--- src/rtl/win_map_ctrl.sv ---
module win_map_ctrl #(
  parameter int          IDX_W      = 8,
  parameter int          SHIFT      = 12,
  parameter int          MAX_TRIES  = 10,
  parameter logic [31:0] BASE       = 32'h1800_0000,
  parameter logic [7:0]  WIN_OFFSET = 8'h80
) (
  input  logic             clk,
  input  logic             rst_n,
  input  logic             start,
  input  logic [IDX_W-1:0] core_idx,
  output logic             busy,
  output logic             done,
  output logic             ok,
  output logic             err,
  output logic [31:0]      last_rb,
  output logic [IDX_W-1:0] map_core,
  output logic             map_bad,
  output logic             bus_req,
  output logic             bus_we,
  output logic [7:0]       bus_addr,
  output logic [31:0]      bus_wdata,
  input  logic [31:0]      bus_rdata,
  input  logic             bus_ack
);
  localparam int TW = $clog2(MAX_TRIES + 1);
  localparam int HI = SHIFT + IDX_W;

  typedef enum logic [1:0] {S_IDLE, S_WR, S_RD} st_t;
  st_t st;
  logic [31:0]   tgt;
  logic [TW-1:0] tries;
  logic [31:0]   off;

  assign busy      = (st != S_IDLE);
  assign bus_req   = busy;
  assign bus_we    = (st == S_WR);
  assign bus_addr  = WIN_OFFSET;
  assign bus_wdata = tgt;

  assign off      = last_rb - BASE;
  assign map_core = off[SHIFT +: IDX_W];
  assign map_bad  = (last_rb < BASE) || (|last_rb[SHIFT-1:0]) || (|off[31:HI]);

  always_ff @(posedge clk) begin
    if (!rst_n) begin
      st <= S_IDLE; tgt <= '0; tries <= '0;
      done <= 1'b0; ok <= 1'b0; err <= 1'b0; last_rb <= '0;
    end else begin
      done <= 1'b0;
      case (st)
        S_IDLE: if (start) begin
          tgt   <= BASE + (32'(core_idx) << SHIFT);
          tries <= '0;
          ok    <= 1'b0;
          err   <= 1'b0;
          st    <= S_WR;
        end
        S_WR: if (bus_ack) st <= S_RD;
        S_RD: if (bus_ack) begin
          last_rb <= bus_rdata;
          tries   <= tries + 1'b1;
          if (bus_rdata == tgt) begin
            ok <= 1'b1; done <= 1'b1; st <= S_IDLE;
          end else if (tries == TW'(MAX_TRIES - 1)) begin
            err <= 1'b1; done <= 1'b1; st <= S_IDLE;
          end else st <= S_WR;
        end
        default: st <= S_IDLE;
      endcase
    end
  end

  p_req_hold_r2: assert property (@(posedge clk) disable iff (!rst_n)
    bus_req && !bus_ack |=> bus_req && (bus_we == $past(bus_we)));
  p_wr_then_rd_r2: assert property (@(posedge clk) disable iff (!rst_n)
    bus_req && bus_we && bus_ack |=> bus_req && !bus_we);
  p_tgt_form_r1: assert property (@(posedge clk) disable iff (!rst_n)
    busy |-> (bus_wdata >= BASE) && (bus_wdata[SHIFT-1:0] == '0));
  p_done_excl_r3: assert property (@(posedge clk) disable iff (!rst_n)
    done |-> (ok ^ err) && !busy);
  p_ok_match_r3: assert property (@(posedge clk) disable iff (!rst_n)
    done && ok |-> last_rb == bus_wdata);
  p_tries_cap_r4: assert property (@(posedge clk) disable iff (!rst_n)
    tries <= TW'(MAX_TRIES));
  p_err_full_r4: assert property (@(posedge clk) disable iff (!rst_n)
    done && err |-> tries == TW'(MAX_TRIES));
  p_start_ignored_r8: assert property (@(posedge clk) disable iff (!rst_n)
    busy && start |=> $stable(bus_wdata));
endmodule

--- config.mk ---
export PLATFORM = sky130hd
export DESIGN_NAME = win_map_ctrl
export DESIGN_NICKNAME = d
export VERILOG_FILES = /design/src/rtl/win_map_ctrl.sv
export SDC_FILE = /design/constraint.sdc
export NUM_CORES = 1
export LEC_CHECK = 0
export BUFFER_PORTS_ARGS = -buffer_cell sky130_fd_sc_hd__clkbuf_2
export CORE_MARGIN = 4
export CORE_UTILIZATION = 45
export DETAILED_ROUTE_END_ITERATION = 10
export PLACE_DENSITY = 0.8
export SYNTH_ARGS = -nofsm -noshare
export SYNTH_HDL_FRONTEND = slang
export SYNTH_SLANG_ARGS = --single-unit
--- constraint.sdc ---
create_clock -name clk -period 1.6 [get_ports clk]
set_clock_uncertainty 0.1 [all_clocks]
set_input_delay 0.24 -clock clk [delete_from_list [all_inputs] [get_ports clk]]
set_output_delay 0.24 -clock clk [all_outputs]
set_load 0.02 [all_outputs]
==> results.sh <==
export IMPL_crit_arrival_ns=1.54
export IMPL_antenna_found_initial=0
export IMPL_slowest_delay_ns=0.33
export IMPL_reg2reg_slack_ns=0.13
export IMPL_slew_viol_final=0
export IMPL_place_congestion=0.7749
export IMPL_area_sequential_sq_um=1005
export IMPL_power_density_nw_per_um2=941.2
export IMPL_numPortBuffers=100
export IMPL_multiInputGateArea_sq_um=1262
export IMPL_worst_r2r_path_depth=4
export IMPL_hpwl_mm=4.836
export IMPL_synth_seq_cells=50
export IMPL_hold_start="core_idx[3]"
export IMPL_synth_yosys_warnings=0
export IMPL_violations="setup timing"
export IMPL_critical_path_endpoint_type="output pin"
export IMPL_yosysTopAreaCell="dfxtp_1"
export IMPL_crit_fanout=2
export IMPL_drive_gt1_share_pct=33.75
export IMPL_die_x_um=82.46
export IMPL_insertion_delay_ns=0.30
export IMPL_num_nets_final=443
export IMPL_status="finished, violations left"
export IMPL_dieArea_sq_um=6800
export IMPL_yosysSeqAreaShare_pct=40.12
export IMPL_rsz0062_at_grt="yes"
export IMPL_finalHoldViolations=0
export IMPL_syn_cell_area_sq_um=2495
export IMPL_synth_distinct_cells=37
export IMPL_design_area_sq_um=3148
export IMPL_fin_crit_sh_pct=117.8
export IMPL_overflow=0
export IMPL_cts_tree="done"
export IMPL_ios=131
export IMPL_power_mw=2.963
export IMPL_syn_inst=299
export IMPL_h_tree_depth=2
export IMPL_leakagePower_nw=1.436
export IMPL_cts_hold_buf=0
export IMPL_grtUsageTotal_pct=17.75
export IMPL_hold_path_end="bus_wdata[15]$_SDFFE_PN0P_"
export IMPL_reg2reg_to="st[0]$_SDFFE_PN0P_"
export IMPL_placed_cell_area_sq_um=2974
export IMPL_routed_via_density=4.820
export IMPL_fp_dieH_um=82.46
export IMPL_r2r_start="bus_wdata[16]$_SDFFE_PN0P_"
export IMPL_min_delay_path_depth=3
export IMPL_max_freq_mhz=530.6
export IMPL_period_needed_ns=1.885
export IMPL_fill_cells=496
export IMPL_layout_setup_ws_ns=-0.2846
export IMPL_yosys_top_cells_area="dfxtp_1 (40%), nand2_1 (13%), a21boi_0 (12%)"
export IMPL_critPathKind="reg -> out"
export IMPL_ant_nets=0
export IMPL_vias=2251
export IMPL_initial_core_util_pct=47.63
export IMPL_cp_required_ns=1.26
export IMPL_vdd_drop_max_mv=0.5391
export IMPL_clockBufferDepth=2
export IMPL_grt_pass1_vias=2045
export IMPL_drt_iter0_markers=100
export IMPL_firstDrtPassIters=4
export IMPL_cts_setup_buffers=0
export IMPL_grt_max_degree=37
export IMPL_synth_area_per_cell_sq_um=8.344
export IMPL_setup_viol=1
export IMPL_routedWlPerCell_um=13.01
export IMPL_drc_errors=0
export IMPL_placementRows=26
export IMPL_root_buffer="clkbuf_8"
export IMPL_path_cells="ha_1, nor4_2, and4_1, o2111ai_2, buf_6"
export IMPL_wirelength_mm=6.077
export IMPL_diodes=0
export IMPL_hold_class="in -> reg"
export IMPL_cp_slowest_cell="dfxtp_2"
export IMPL_clk_pin_slew_worst_paths_ns=0.10
export IMPL_area_growth_syn_to_layout_pct=26.18
export IMPL_core_sq_um=5238
export IMPL_cts_buffers=5
export IMPL_critPathLaunchType="flip-flop"
export IMPL_synth_top_area_share_pct=40.12
export IMPL_grt_first_pass_wirelength_mm=9.301
export IMPL_clock_sinks=50
export IMPL_max_cap_violations=0
==> cells by family (layout without fill, tap and decap cells) <==
group,after synthesis,after routing,synth area share (%)
buffers and inverters,56,126,14.84
XOR/XNOR,11,11,3.862
AO/OA/AOI/OAI,51,51,15.40
other,2,30,0.3010
AND/OR/NAND/NOR,126,126,23.97
flip-flops,50,50,40.12
adder cells (fa/ha/maj),3,3,1.505
==> final cells by class <==
cell class	count	area share (%)
repair buffers	115	20.47
inverters	3	0.3577
clock inverters	3	2.186
clock buffers	5	2.186
well taps	70	2.782
flip-flops and latches	50	31.92
multi-input cells	221	40.10
==> placed cells by master (no fill, tap or decap), types with 4 or more instances in the layout <==
| cell | n |
|---|---|
| a21boi_0 | 40 |
| nand3b_1 | 4 |
| clkbuf_2 | 99 |
| clkbuf_8 | 5 |
| nand4_1 | 4 |
| buf_4 | 13 |
| nor2_1 | 5 |
| conb_1 | 30 |
| nand2_1 | 84 |
| nor4_1 | 6 |
| xnor2_1 | 8 |
| dfxtp_1 | 47 |
==> through the flow <==
step                hold WS [ns]  setup WS [ns]  cells  setup TNS, ns  util, %
floorplan                 0.2774       0.007303    327              0        -
global placement          0.3646       -0.06645    459        -0.2017    56.78
detailed placement        0.3723        -0.1085    459        -0.3560    56.78
CTS                      0.04740        -0.3139    467        -0.3139    59.53
global route             0.04974        -0.3671    467        -0.3671    60.11
finish                   0.05717        -0.2846    467        -0.2846    60.11
==> how the worst max path moves through the flow <==
stage               slack [ns]                 end                     start  depth (start not counted)
floorplan                0.007             map_bad  last_rb[28]$_SDFFE_PN0P_                          4
global placement         -0.07  st[0]$_SDFFE_PN0P_              bus_rdata[8]                          6
detailed placement       -0.11  st[0]$_SDFFE_PN0P_              bus_rdata[8]                          6
CTS                      -0.31             map_bad  last_rb[27]$_SDFFE_PN0P_                          5
global route             -0.37             map_bad  last_rb[27]$_SDFFE_PN0P_                          5
finish                   -0.28             map_bad  last_rb[27]$_SDFFE_PN0P_                          5
==> metal layers <==
metal,part of all wire [%],GRT usage [%],up-vias
li1,-,-,1122
met1,43,22.18,1033
met2,47,30.05,91
met4,0.97,4.485,0
met5,0,0,-
met3,9.0,4.881,5
==> flip-flops by register name, indices dropped and copies added (netlist names) <==
register   cells
st             2
last_rb       32
done           1
bus_wdata      9
ok             1
err            1
tries          4
==> worst max-delay path: cells and delay by family, from the launching register on <==
family / cells / cell delay (ns)
compound gates: 1 / 0.11
fa+ha+maj: 1 / 0.29
buf+inv: 1 / 0.16
flops: 1 / 0.33
simple gates: 2 / 0.37
==> power breakdown <==
group	leakage, nW	total (mW)	internal, mW	switching (mW)
combinational	0.961	0.564	0.215	0.348
clock	0.0683	1.05	0.626	0.426
sequential	0.406	1.35	1.30	0.0510
total	1.44	2.96	2.14	0.825
==> cells in the mapped netlist <==
cell type / n
nor4b_1: 1
xnor2_1: 8
nand2b_1: 1
o21a_1: 2
xor2_1: 3
or3b_1: 1
and3_1: 2
o21ai_0: 3
o41ai_1: 1
nand2_1: 84
clkbuf_1: 5
conb_1: 2
o211a_1: 2
nand4_1: 4
nor2_2: 1
nor2_1: 5
a31o_1: 1
nor4_1: 8
and2_1: 2
nor3_1: 2
nor4_2: 1
buf_4: 40
and4_1: 1
nor2b_1: 1
a21boi_0: 40
o211ai_1: 1
nand3_1: 3
nor4_4: 1
dfxtp_1: 50
nor3b_1: 2
inv_1: 3
nand3b_1: 4
ha_1: 3
o2111ai_1: 1
or2_2: 1
buf_2: 8
and3b_1: 1
==> repair_timing <==
action                     CTS  global route
gates resized for setup      1             9
pin swaps                    0             2
setup endpoints to repair    1            14
No activity file was read; power rests on OpenSTA's default activity.
